`src/rtl/thr_sched_pkg.sv`:
```
package thr_sched_pkg;

    // widest thread index a tag can carry (up to 256 threads)
    localparam int TAG_W = 8;

    typedef struct packed {
        logic             vld;   // stage holds a launched thread
        logic             dead;  // thread was killed while in flight
        logic [TAG_W-1:0] idx;   // thread number
    } tag_t;

    // move a tag one stage further, marking it dead if its thread was killed
    function automatic tag_t age_tag(tag_t t, logic killed);
        tag_t r;
        r      = t;
        r.dead = t.dead | (t.vld & killed);
        return r;
    endfunction

endpackage

```
`src/rtl/thr_tag_pipe.sv`:
```
module thr_tag_pipe
    import thr_sched_pkg::*;
#(
    parameter int NTHR = 8,
    parameter int NSTG = 3
) (
    input  logic            clk,
    input  logic            rst,
    input  tag_t            push,
    input  logic [NTHR-1:0] kill,
    output tag_t            first,
    output tag_t            last,
    output logic [NTHR-1:0] busy
);
    localparam int IW = $clog2(NTHR);

    tag_t stg [NSTG];

    always_ff @(posedge clk) begin
        if (rst) begin
            for (int k = 0; k < NSTG; k++) stg[k] <= '0;
        end else begin
            stg[0] <= push;
            for (int k = 1; k < NSTG; k++)
                stg[k] <= age_tag(stg[k-1], kill[stg[k-1].idx[IW-1:0]]);
        end
    end

    assign first = stg[0];
    assign last  = stg[NSTG-1];

    // a thread is busy while it sits in any stage except the last one
    for (genvar t = 0; t < NTHR; t++) begin : g_busy
        logic [NSTG-2:0] hit;
        for (genvar k = 0; k < NSTG-1; k++) begin : g_stg
            assign hit[k] = stg[k].vld && (stg[k].idx == TAG_W'(t));
        end
        assign busy[t] = |hit;
    end

endmodule

```
`src/rtl/thr_prio_pick.sv`:
```
module thr_prio_pick #(
    parameter int NTHR = 8,
    parameter int PW   = 2,
    localparam int IW  = $clog2(NTHR)
) (
    input  logic [NTHR-1:0]    elig,
    input  logic [NTHR*PW-1:0] prio,
    output logic               any,
    output logic [IW-1:0]      idx
);
    logic [PW-1:0] pv [NTHR];

    for (genvar i = 0; i < NTHR; i++) begin : g_unpack
        assign pv[i] = prio[i*PW +: PW];
    end

    always_comb begin
        logic [PW-1:0] best;
        logic          found;
        best  = '0;
        found = 1'b0;
        idx   = '0;
        for (int i = 0; i < NTHR; i++) begin
            // strict compare keeps the lower index on equal priority
            if (elig[i] && (!found || pv[i] > best)) begin
                found = 1'b1;
                best  = pv[i];
                idx   = IW'(i);
            end
        end
        any = found;
    end

endmodule

```
`src/rtl/thr_state_mem.sv`:
```
module thr_state_mem #(
    parameter int NTHR = 8,
    parameter int SW   = 8,
    localparam int IW  = $clog2(NTHR)
) (
    input  logic          clk,
    input  logic          rst,
    input  logic          we,
    input  logic [IW-1:0] waddr,
    input  logic [SW-1:0] wdata,
    input  logic [IW-1:0] raddr,
    output logic [SW-1:0] rdata
);
    logic [SW-1:0] mem [NTHR];

    always_ff @(posedge clk) begin
        if (rst) begin
            for (int i = 0; i < NTHR; i++) mem[i] <= '0;
        end else if (we) begin
            mem[waddr] <= wdata;
        end
    end

    // a read of the entry being written sees the new value
    assign rdata = (we && waddr == raddr) ? wdata : mem[raddr];

endmodule

```
`src/rtl/thr_sched.sv`:
```
module thr_sched
    import thr_sched_pkg::*;
#(
    parameter int NTHR = 8,
    parameter int NSTG = 3,
    parameter int SW   = 8,
    parameter int PW   = 2,
    localparam int IW  = $clog2(NTHR)
) (
    input  logic               clk,
    input  logic               rst,
    input  logic [NTHR-1:0]    ins_req,
    input  logic [NTHR-1:0]    stall_req,
    input  logic [NTHR-1:0]    kill_req,
    input  logic [NTHR*PW-1:0] prio,
    input  logic [SW-1:0]      ret_data,
    input  logic               ret_keep,
    output logic               lch_vld,
    output logic [IW-1:0]      lch_idx,
    output logic [SW-1:0]      lch_state,
    output logic               wb_vld,
    output logic [IW-1:0]      wb_idx
);
    logic [NTHR-1:0] act_q;
    logic [NTHR-1:0] busy;
    logic [NTHR-1:0] elig;
    logic            pick_any;
    logic [IW-1:0]   pick_idx;
    logic [SW-1:0]   rd_state;
    logic            wr_en;
    tag_t            push_tag;
    tag_t            head_tag;
    tag_t            head_out;

    // active set: kill outranks insert
    always_ff @(posedge clk) begin
        if (rst) act_q <= '0;
        else     act_q <= (act_q | ins_req) & ~kill_req;
    end

    assign elig = act_q & ~stall_req & ~kill_req & ~busy;

    thr_prio_pick #(.NTHR(NTHR), .PW(PW)) u_pick (
        .elig (elig),
        .prio (prio),
        .any  (pick_any),
        .idx  (pick_idx)
    );

    always_comb begin
        push_tag      = '0;
        push_tag.vld  = pick_any;
        push_tag.dead = 1'b0;
        push_tag.idx  = TAG_W'(pick_idx);
    end

    thr_tag_pipe #(.NTHR(NTHR), .NSTG(NSTG)) u_pipe (
        .clk   (clk),
        .rst   (rst),
        .push  (push_tag),
        .kill  (kill_req),
        .first (head_out),
        .last  (head_tag),
        .busy  (busy)
    );

    assign lch_vld = head_out.vld;
    assign lch_idx = head_out.idx[IW-1:0];

    // write-back of the exiting tag, dropped for bubbles and killed threads
    assign wb_idx = head_tag.idx[IW-1:0];
    assign wb_vld = head_tag.vld && !head_tag.dead && !kill_req[wb_idx];
    assign wr_en  = wb_vld && !ret_keep;

    thr_state_mem #(.NTHR(NTHR), .SW(SW)) u_mem (
        .clk   (clk),
        .rst   (rst),
        .we    (wr_en),
        .waddr (wb_idx),
        .wdata (ret_data),
        .raddr (pick_idx),
        .rdata (rd_state)
    );

    always_ff @(posedge clk) begin
        if (rst)           lch_state <= '0;
        else if (pick_any) lch_state <= rd_state;
    end

endmodule

```
`config.mk`:
```
export PLATFORM = sky130hd
export DESIGN_NAME = thr_sched
export DESIGN_NICKNAME = d
export VERILOG_FILES = /design/src/rtl/thr_sched_pkg.sv /design/src/rtl/thr_tag_pipe.sv /design/src/rtl/thr_prio_pick.sv /design/src/rtl/thr_state_mem.sv /design/src/rtl/thr_sched.sv
export SDC_FILE = /design/constraint.sdc
export NUM_CORES = 1
export LEC_CHECK = 0
export ABC_AREA = 1
export BUFFER_PORTS_ARGS = -buffer_cell sky130_fd_sc_hd__buf_2
export CAP_MARGIN = 20
export CORE_UTILIZATION = 35
export DETAILED_ROUTE_END_ITERATION = 10
export PLACE_DENSITY = 0.55
export SLEW_MARGIN = 10
export SYNTH_ARGS = -nofsm -noshare
export SYNTH_HDL_FRONTEND = slang
export SYNTH_SLANG_ARGS = --single-unit
```
`constraint.sdc`:
```
create_clock -name clk -period 7.3 [get_ports clk]
set_input_delay 0.365 -clock clk [delete_from_list [all_inputs] [get_ports clk]]
set_output_delay 0.365 -clock clk [all_outputs]
set_load 0.05 [all_outputs]
```
==> impl_metrics.json, run 1 <==
{
  "syn_avg_cell_area_um2": 7.79,
  "layout_setup_ws_ns": -0.113,
  "timing.critical_path.to": "lch_state[3]",
  "hp-class": "in2reg",
  "netlist.area_leader.share_pct": 35.6,
  "power_density_nw_per_um2": 191,
  "h-tree-depth": 3,
  "internal-power_uw": 941,
  "p_comb_share_pct": 18.2,
  "r2r_end": "lch_state[3]",
  "drtIter0Drc": 402,
  "vdd_drop_max_mv": 0.160,
  "swShare_pct": 28.6,
  "p_clk_share_pct": 36.4,
  "drive_above_1_share_pct": 28.5,
  "clock-sinks": 94,
  "finalCriticalPeriod_ns": 7.41,
  "violations": "setup timing",
  "seqPwrFrac_pct": 45.4,
  "arrival_ns": 7.65,
  "die_area_um2": 15900,
  "ff2ff_setup_slack_ns": -0.11,
  "num_rows": 45,
  "status": "finished with violations",
  "r2r_start": "u_pipe.stg[0][9]",
  "synth_edf_count": 64,
  "cp-end-kind": "register",
  "post_drt_via_cell_ratio": 5.11,
  "ys_types": 36,
  "place_congestion": 0.845,
  "fmax_mhz": 135,
  "antenna_found_initial": 0,
  "ys_top_cells_by_count": "165 x nand2_1, 107 x inv_1, 107 x nor2_1",
  "grt_first_pass_wirelength_um": 25100,
  "fill_cells": 1488,
  "rsz0062_at_grt": "yes",
  "wl_um": 15900,
  "chipWidth_um": 126,
  "synth_cells": 694,
  "synth_area_leader_cell": "edfxtp_1",
  "required_ns": 7.54,
  "netlist_area_um2": 5410,
  "num_vias": 5151,
  "n_antenna_cell": 0,
  "grt_max_degree": 23,
  "yosysMostFrequentCell": "nand2_1",
  "boundaryPins": 67,
  "portBuffers": 66,
  "grt_pass1_vias": 4963,
  "postLayoutCellArea_um2": 6910,
  "regArea_um2": 2530,
  "crit_type": "reg2reg",
  "cts_tree": "built",
  "track_usage_pct": 20.6,
  "worstMarginPinSlew_ns": 0.979,
  "slowest_delay_ns": 0.36,
  "clock-root-buffer": "clkbuf_16",
  "max-slew-margin-rel_pct": 34.5,
  "synth_ff_type": "edfxtp_1",
  "max_cap_viol_count": 0,
  "dpl.hpwl_um": 11400,
  "insertion_delay_ns": 0.36,
  "hold_buffers": 0,
  "switchingPower_uw": 376,
  "start_util_pct": 35.7,
  "p_leak_uw": 0.00333,
  "max-clock-path-buffers": 2,
  "syn_nets": 759,
  "gr-total-overflow": 0,
  "hold_viol": 0,
  "fp.dieH_um": 126,
  "dp.cells": 971,
  "syn_to_final_growth_pct": 27.9,
  "multi_input_area_um2": 2520,
  "path_common_cell": "nand2_1",
  "worst_clock_skew_ns": 0.0116,
  "reg2regPathDepth": 64,
  "report.final.slew_viol_count": 0,
  "ys_top_cells_by_area": "edfxtp_1 36%, nand2_1 11%, dfxtp_1 11%",
  "yosys_warnings": 0,
  "cp-start-kind": "register",
  "layout.nets": 881,
  "yosysSeqAreaShare_pct": 46.7,
  "ys_ff_latch": 94,
  "drtPass1Iterations": 5,
  "finalSetupViolCount": 8,
  "synth-async-reset-ratio_pct": 0,
  "fin_cells": 1009,
  "detail_route.wl_per_cell_um": 15.8,
  "final.setup.tns_ns": -0.747,
  "startpoint": "u_pipe.stg[0][9]",
  "cts_made_buffers": 9,
  "min_period_over_period_pct": 102,
  "drc": 0,
  "final_antenna_net_count": 0,
  "clk_pin_slew_ns": 0.07,
  "coreArea_um2": 15100,
  "place_area_um2": 6190,
  "cpMaxStageDelayCell": "dfxtp_4",
  "crit_fanout": 8
}
what timing repair did:
action	CTS	global route
pin swaps	48	37
endpoints found under the setup margin	10	11
setup buffers	18	3
resized for setup	48	29
cloned	1	0
critical path, delay by kind of cell (launching register included):
family / cells / cell delay, ns
simple gates: 30 / 2.70
compound gates: 13 / 1.12
flops: 1 / 0.36
buf+inv: 15 / 1.54
fa+ha+maj: 6 / 1.64
metrics by stage:
| step | power [uW] | utilization [%] | hold WS [ns] | setup slack (ns) |
|---|---|---|---|---|
| 2_1_floorplan | 740 | - | 0.414 | 0.0866 |
| 3_3_place_gp | 816 | 40.8 | 0.455 | -0.183 |
| 3_5_place_dp | 819 | 40.8 | 0.446 | -0.653 |
| 4_1_cts | 1310 | 44.6 | 0.208 | -0.0929 |
| 5_1_grt | 1360 | 45.6 | 0.237 | -0.671 |
| 6_report | 1320 | 45.6 | 0.224 | -0.113 |
flip-flops by register name, summed over array words and instances, names as in the netlist:
name	flops
act_q	8
u_pipe.stg	14
lch_state	8
u_mem.mem	64
power groups by stage:
stage | combinational, uW | sequential (uW) | clock (uW)
2_1_floorplan | 114 | 626 | 0
3_3_place_gp | 207 | 609 | 0
3_5_place_dp | 210 | 610 | 0
4_1_cts | 228 | 598 | 488
5_1_grt | 261 | 600 | 498
6_report | 239 | 598 | 480
how the worst min path moves through the flow:
stage / to / slack [ns] / from / depth (start not counted)
final: act_q[7] / 0.22 / kill_req[7] / 2
after global routing: act_q[7] / 0.24 / kill_req[7] / 2
after CTS: act_q[7] / 0.21 / kill_req[7] / 2
after detailed placement: u_pipe.stg[0][28] / 0.45 / u_pipe.stg[0][18] / 2
after global placement: u_pipe.stg[0][28] / 0.45 / u_pipe.stg[0][18] / 2
after floorplan: u_pipe.stg[0][28] / 0.41 / u_pipe.stg[0][18] / 2
cells by family after synthesis:
logic type	share of synthesized area, %
and+or+nand+nor	33.4
DFF	46.7
buffers and inverters	10.9
adders and majority gates	3.24
AOI/OAI and AO/OA	5.86
placed cells by master, fill, tap and decap left out, types with 9 or more instances in the layout:
cell / instances
a21oi_1: 10
inv_2: 9
nand2_1: 150
clkbuf_16: 9
dfxtp_1: 27
buf_4: 60
nor2_1: 101
edfxtp_1: 64
inv_1: 103
nand2_2: 16
nor3_1: 10
buf_2: 66
nand3_1: 49
nor2_2: 10
nand3b_1: 11
ha_1: 11
nand4_1: 17
layout make-up:
| cell class | instances | share of cell area (%) |
|---|---|---|
| clock buffer | 10 | 3.31 |
| clock inverter | 6 | 0.978 |
| inverter | 117 | 6.61 |
| multi-input combinational | 461 | 36.4 |
| sequential | 94 | 36.6 |
| tap | 188 | 3.40 |
| timing repair buffer | 133 | 12.7 |
routing by layer:
metal  up-vias  part of all wire (%)  global-route usage, %  wire (um)
li1       2485                     -                      -          -
met1      2472                    43                   25.8       6870
met2       171                    50                   35.6       7900
met3        23                   5.4                   3.57        859
met4         0                   1.9                   7.30        303
met5         -                     0                      0          0
No activity file was read; power rests on OpenSTA's default activity.
==> run 2, diff against run 1 <==
Settings changed: PLACE_DENSITY 0.55 to 0.53, SKIP_LAST_GASP from default to 1.
Clock period 7.3 ns to 7.7 ns, I/O delays scaled along.
==> run 2 against run 1 <==
Register-to-register slack gained 0.26 ns. First-iteration DRC count down 7.0%. Sequential power shrank 5.2%. Critical path type unchanged. Die area is the same. Via count is 5.2% lower. Setup slack gained 0.26 ns. Non-clock buffer count fell by 34. Critical path depth up 2. Fmax decreased by 1.8%. The flow now finishes without violations. Highest routed layer unchanged. Clock power increased by 7.1%. Power is 1.3% lower. Wire length is 0.38% higher.
==> impl_metrics.json, run 2 (synthesized netlist as in run 1, its figures left out) <==
{
  "grt_pass1_vias": 4703,
  "power_density_nw_per_um2": 194,
  "post-route-util_pct": 44.2,
  "drive_above_1_share_pct": 26.2,
  "worstMarginPinSlew_ns": 0.851,
  "path_common_cell": "nand2_2",
  "layout.nets": 847,
  "die_area_um2": 15900,
  "finalSetupViolCount": 0,
  "vdd_drop_max_mv": 0.172,
  "fp.dieH_um": 126,
  "clock-root-buffer": "clkbuf_16",
  "hp-class": "in2reg",
  "rsz0062_at_grt": "yes",
  "grt_first_pass_wirelength_um": 24400,
  "fmax_mhz": 132,
  "regArea_um2": 2530,
  "min_from": "kill_req[4]",
  "max_cap_viol_count": 0,
  "gr-total-overflow": 0,
  "largest_reg_flops": 64,
  "max-slew-margin-rel_pct": 43.0,
  "status": "completed",
  "slowest_delay_ns": 0.34,
  "cp-start-kind": "register",
  "cpMaxStageDelayCell": "ha_1",
  "min_period_over_period_pct": 98.1,
  "hold_viol": 0,
  "coreArea_um2": 15100,
  "r2r_start": "u_pipe.stg[0][9]",
  "dp.cells": 941,
  "crit_fanout": 8,
  "fin_cells": 975,
  "syn_to_final_growth_pct": 23.9,
  "mostFrequentLayoutCells": "142 x nand2_1, 102 x inv_1, 102 x nor2_1",
  "drtPass1Iterations": 5,
  "arrival_ns": 7.80,
  "total_power_uw": 1300,
  "top_regs": "u_mem.mem: 64 flops, u_pipe.stg: 14 flops",
  "place_congestion": 0.883,
  "fill_cells": 1512,
  "final_common_cell": "nand2_1",
  "drtIter0Drc": 374,
  "track_usage_pct": 20.1,
  "finalCriticalPeriod_ns": 7.55,
  "num_vias": 4881,
  "detail_route.wl_per_cell_um": 16.4,
  "cts_made_buffers": 9,
  "post_drt_via_cell_ratio": 5.01,
  "drc": 0,
  "report.final.slew_viol_count": 0,
  "required_ns": 7.95,
  "num_rows": 45,
  "pre_cts_ws_ns": -0.411,
  "start_util_pct": 35.7,
  "boundaryPins": 67,
  "multi_input_area_um2": 2510,
  "max-clock-path-buffers": 2,
  "crit_type": "reg2reg",
  "final_antenna_net_count": 0,
  "antenna_found_initial": 0,
  "h-tree-depth": 3,
  "clock-sinks": 94,
  "dpl.hpwl_um": 11300,
  "worst_clock_skew_ns": 0.00994,
  "chipWidth_um": 126,
  "layout_setup_ws_ns": 0.149,
  "n_antenna_cell": 0,
  "cts_tree": "built",
  "portBuffers": 66,
  "p_leak_uw": 0.00320,
  "wl_um": 16000,
  "max_flop_register": "u_mem.mem",
  "startpoint": "u_pipe.stg[0][9]",
  "grt_max_degree": 25,
  "insertion_delay_ns": 0.36,
  "clk_pin_slew_ns": 0.07,
  "cp-end-kind": "register"
}
[run 2: changes by cell type in the layout (fill, tap and decap cells not counted), moves of 4 or more]
cell     previous run  this run
a21oi_1            10        16
a21oi_2             8         2
buf_4              60        27
dfxtp_2             2         6
nand2_1           150       142
nand2_2            16        22
[run 2: layer usage]
metal	track usage, %	vias to the layer above	share of wire, %
li1	-	2415	-
met1	26.6	2303	45
met2	32.6	142	48
met3	3.57	21	5.4
met4	7.58	0	1.7
met5	0	-	0
[run 2: repair_timing]
item	4_1_cts	5_1_grt
setup endpoints to repair	8	10
hold buffers	0	0
gates cloned	0	2
gates resized for setup	8	71
setup buffers	4	12
pin swaps	5	48
[run 2: cell type report]
class	instances	area share (%)
timing repair buffer	99	9.36
sequential	94	37.8
multi-input combinational	461	37.5
clock inverter	7	1.72
inverter	117	6.76
clock buffer	9	3.36
tap	188	3.51
[run 2: power by group]
part | leakage [uW] | switching [uW] | internal (uW)
registers | 0.000908 | 9.08 | 558
clock network | 0.000163 | 221 | 293
logic | 0.00213 | 146 | 73.4
[run 2: worst paths after layout]
check	to	slack [ns]	depth (start not counted)
max	lch_state[1]	0.15	66
min reg2reg	u_pipe.stg[0][22]	0.47	2
max reg2reg	lch_state[1]	0.15	66
min	act_q[4]	0.25	2
[run 2: critical path: cells and delay by family, from the launching register on]
family                   cells  cell delay (ns)
AO/OA/AOI/OAI               14             1.42
adder cells (fa/ha/maj)      7             1.93
buffers and inverters       10             0.72
flip-flops                   1             0.33
AND/OR/NAND/NOR             35             3.01
[run 2: through the flow]
stage / hold WS (ns) / setup TNS [ns] / area [um^2]
after floorplan: 0.414 / 0 / 5410
after global placement: 0.451 / 0 / 5960
after detailed placement: 0.454 / -3.01 / 5960
after CTS: 0.239 / 0 / 6350
after global routing: 0.252 / -2.90 / 6700
final: 0.251 / 0 / 6700
==> run 3, diff against run 2 <==
--- a/config.mk
+++ b/config.mk
@@ -7,5 +7,5 @@
 export LEC_CHECK = 0
 export ABC_AREA = 1
-export BUFFER_PORTS_ARGS = -buffer_cell sky130_fd_sc_hd__buf_2
+export BUFFER_PORTS_ARGS = -buffer_cell sky130_fd_sc_hd__clkbuf_2
 export CAP_MARGIN = 20
 export CORE_UTILIZATION = 35
==> constraint.sdc (replaced) <==
create_clock -name clk -period 7.7 [get_ports clk]
set_input_delay 1.54 -clock clk [delete_from_list [all_inputs] [get_ports clk]]
set_output_delay 1.54 -clock clk [all_outputs]
set_load 0.05 [all_outputs]
==> run 3 against run 2 <==
The flow now finishes with violations (setup timing). Clock skew grew 0.0030 ns. Core utilization grew 2.6 points. Flip-flop and latch count is the same. Critical path depth shrank 1. Die area is the same. Largest cell class unchanged. Largest power group unchanged.
==> impl_metrics.json, run 3 (synthesized netlist as in run 1, its figures left out) <==
{
  "post_drt_via_cell_ratio": 5.05,
  "layout_setup_ws_ns": -0.687,
  "largest_reg_flops": 64,
  "required_ns": 7.99,
  "arrival_ns": 8.67,
  "grt_pass1_vias": 4987,
  "max-slew-margin-rel_pct": 45.3,
  "dpl.hpwl_um": 11400,
  "use_met1_pct": 29.5,
  "min_period_over_period_pct": 109,
  "coreArea_um2": 15100,
  "portBuffers": 66,
  "start_util_pct": 35.7,
  "die_area_um2": 15900,
  "power_density_nw_per_um2": 185,
  "swShare_pct": 28.7,
  "wl_um": 16500,
  "finalCriticalPeriod_ns": 8.39,
  "grt_busiest_layer": "met2",
  "report.final.slew_viol_count": 0,
  "grt_use_met2_pct": 34.3,
  "hp-class": "reg2reg",
  "cp-start-kind": "input pin",
  "chipWidth_um": 126,
  "violations": "setup timing",
  "max_flop_register": "u_mem.mem",
  "antenna_found_initial": 0,
  "seqPwrFrac_pct": 43.3,
  "final.setup.tns_ns": -6.06,
  "vdd_drop_max_mv": 0.150,
  "status": "finished with violations",
  "clock-sinks": 94,
  "rsz0062_at_grt": "yes",
  "cts_tree": "built",
  "crit_type": "in2reg",
  "syn_to_final_growth_pct": 31.3,
  "p_comb_share_pct": 17.7,
  "drtIter0Drc": 454,
  "cp-end-kind": "register",
  "total_power_uw": 1310,
  "layout.nets": 895,
  "final_antenna_net_count": 0,
  "max_cap_viol_count": 0,
  "post-route-util_pct": 46.9,
  "cpMaxStageDelayCell": "ha_4",
  "track_usage_pct": 21.4,
  "fmax_mhz": 119,
  "p_leak_uw": 0.00344,
  "final_common_cell": "nand2_1",
  "hold_viol": 0,
  "drtPass1Iterations": 5,
  "reg2regPathDepth": 64,
  "p_clk_share_pct": 39.0,
  "use_met3_pct": 3.44,
  "place_area_um2": 6180,
  "hold_buffers": 0,
  "insertion_delay_ns": 0.36,
  "place_congestion": 0.896,
  "internal-power_uw": 935,
  "slowest_delay_ns": 0.34,
  "gr-total-overflow": 0,
  "boundaryPins": 67,
  "postLayoutCellArea_um2": 7100,
  "top_regs": "u_mem.mem: 64 flops, u_pipe.stg: 14 flops",
  "switchingPower_uw": 377,
  "crit_fanout": 6,
  "r2r_end": "lch_state[2]",
  "ff2ff_setup_slack_ns": 0.01,
  "path_common_cell": "nand2_2",
  "pre_cts_ws_ns": -1.06,
  "worstMarginPinSlew_ns": 0.818,
  "min_from": "u_pipe.stg[0][12]",
  "min_to": "u_pipe.stg[0][22]",
  "drc": 0,
  "max-clock-path-buffers": 2,
  "h-tree-depth": 3,
  "hold_path_depth": 2,
  "grt_first_pass_wirelength_um": 26200,
  "cts_made_buffers": 9,
  "worst_clock_skew_ns": 0.0129,
  "clock-root-buffer": "clkbuf_16",
  "drive_above_1_share_pct": 29.6,
  "r2r_start": "u_pipe.stg[0][9]",
  "grt_max_degree": 26,
  "finalSetupViolCount": 11,
  "num_rows": 45,
  "num_vias": 5166,
  "fp.dieH_um": 126,
  "detail_route.wl_per_cell_um": 16.1,
  "clk_pin_slew_ns": 0.07,
  "n_antenna_cell": 0,
  "mostFrequentLayoutCells": "147 x nand2_1, 104 x nor2_1, 103 x inv_1"
}
## run 3: cell count changes in the layout (fill, tap and decap cells not counted), sizes merged
cell | before | now
clkinvlp | 2 | 1
clkbuf | 10 | 75
buf | 98 | 81
clkinv | 2 | 3
## run 3: power by group through the flow
stage / clock (uW) / sequential [uW] / combinational [uW]
floorplan: 0 / 594 / 111
global placement: 0 / 579 / 196
detailed placement: 0 / 579 / 198
CTS: 518 / 568 / 216
global route: 536 / 570 / 253
finish: 512 / 568 / 232
## run 3: critical path: cells and delay by family
kind	cells	cell delay [ns]
fa+ha+maj	7	1.95
buf+inv	10	0.70
compound gates	15	1.54
simple gates	33	2.89
## run 3: area by class of cell
type	count	area, um^2
Tap cell	188	235
Sequential cell	94	2520
Fill cell	1489	8050
Inverter	117	469
Multi-Input combinational cell	461	2520
Clock buffer	9	225
Clock inverter	7	110
Timing Repair Buffer	147	1020
## run 3: how the worst max path moves through the flow
stage | end | depth (start not counted) | startpoint
floorplan | lch_state[1] | 67 | stall_req[0]
global placement | lch_state[0] | 67 | stall_req[0]
detailed placement | lch_state[0] | 66 | stall_req[0]
CTS | lch_state[0] | 66 | stall_req[0]
global route | lch_state[2] | 64 | stall_req[0]
finish | lch_state[2] | 65 | stall_req[0]
## run 3: metal layers
layer	up-vias	part of all wire (%)
met4	0	1.8
met1	2463	46
met3	24	6.0
met2	176	46
li1	2503	-
met5	-	0
## run 3: through the flow
step	hold slack, ns	cells
detailed placement	0.448	962
finish	0.462	1023
global placement	0.450	962
global route	0.491	1023
floorplan	0.414	694
CTS	0.461	1017
## run 3: timing repair
item	in CTS	in global routing
resized for setup	24	35
pin swaps	27	26
endpoints found under the setup margin	11	11
setup buffers	38	5
gates cloned	1	1
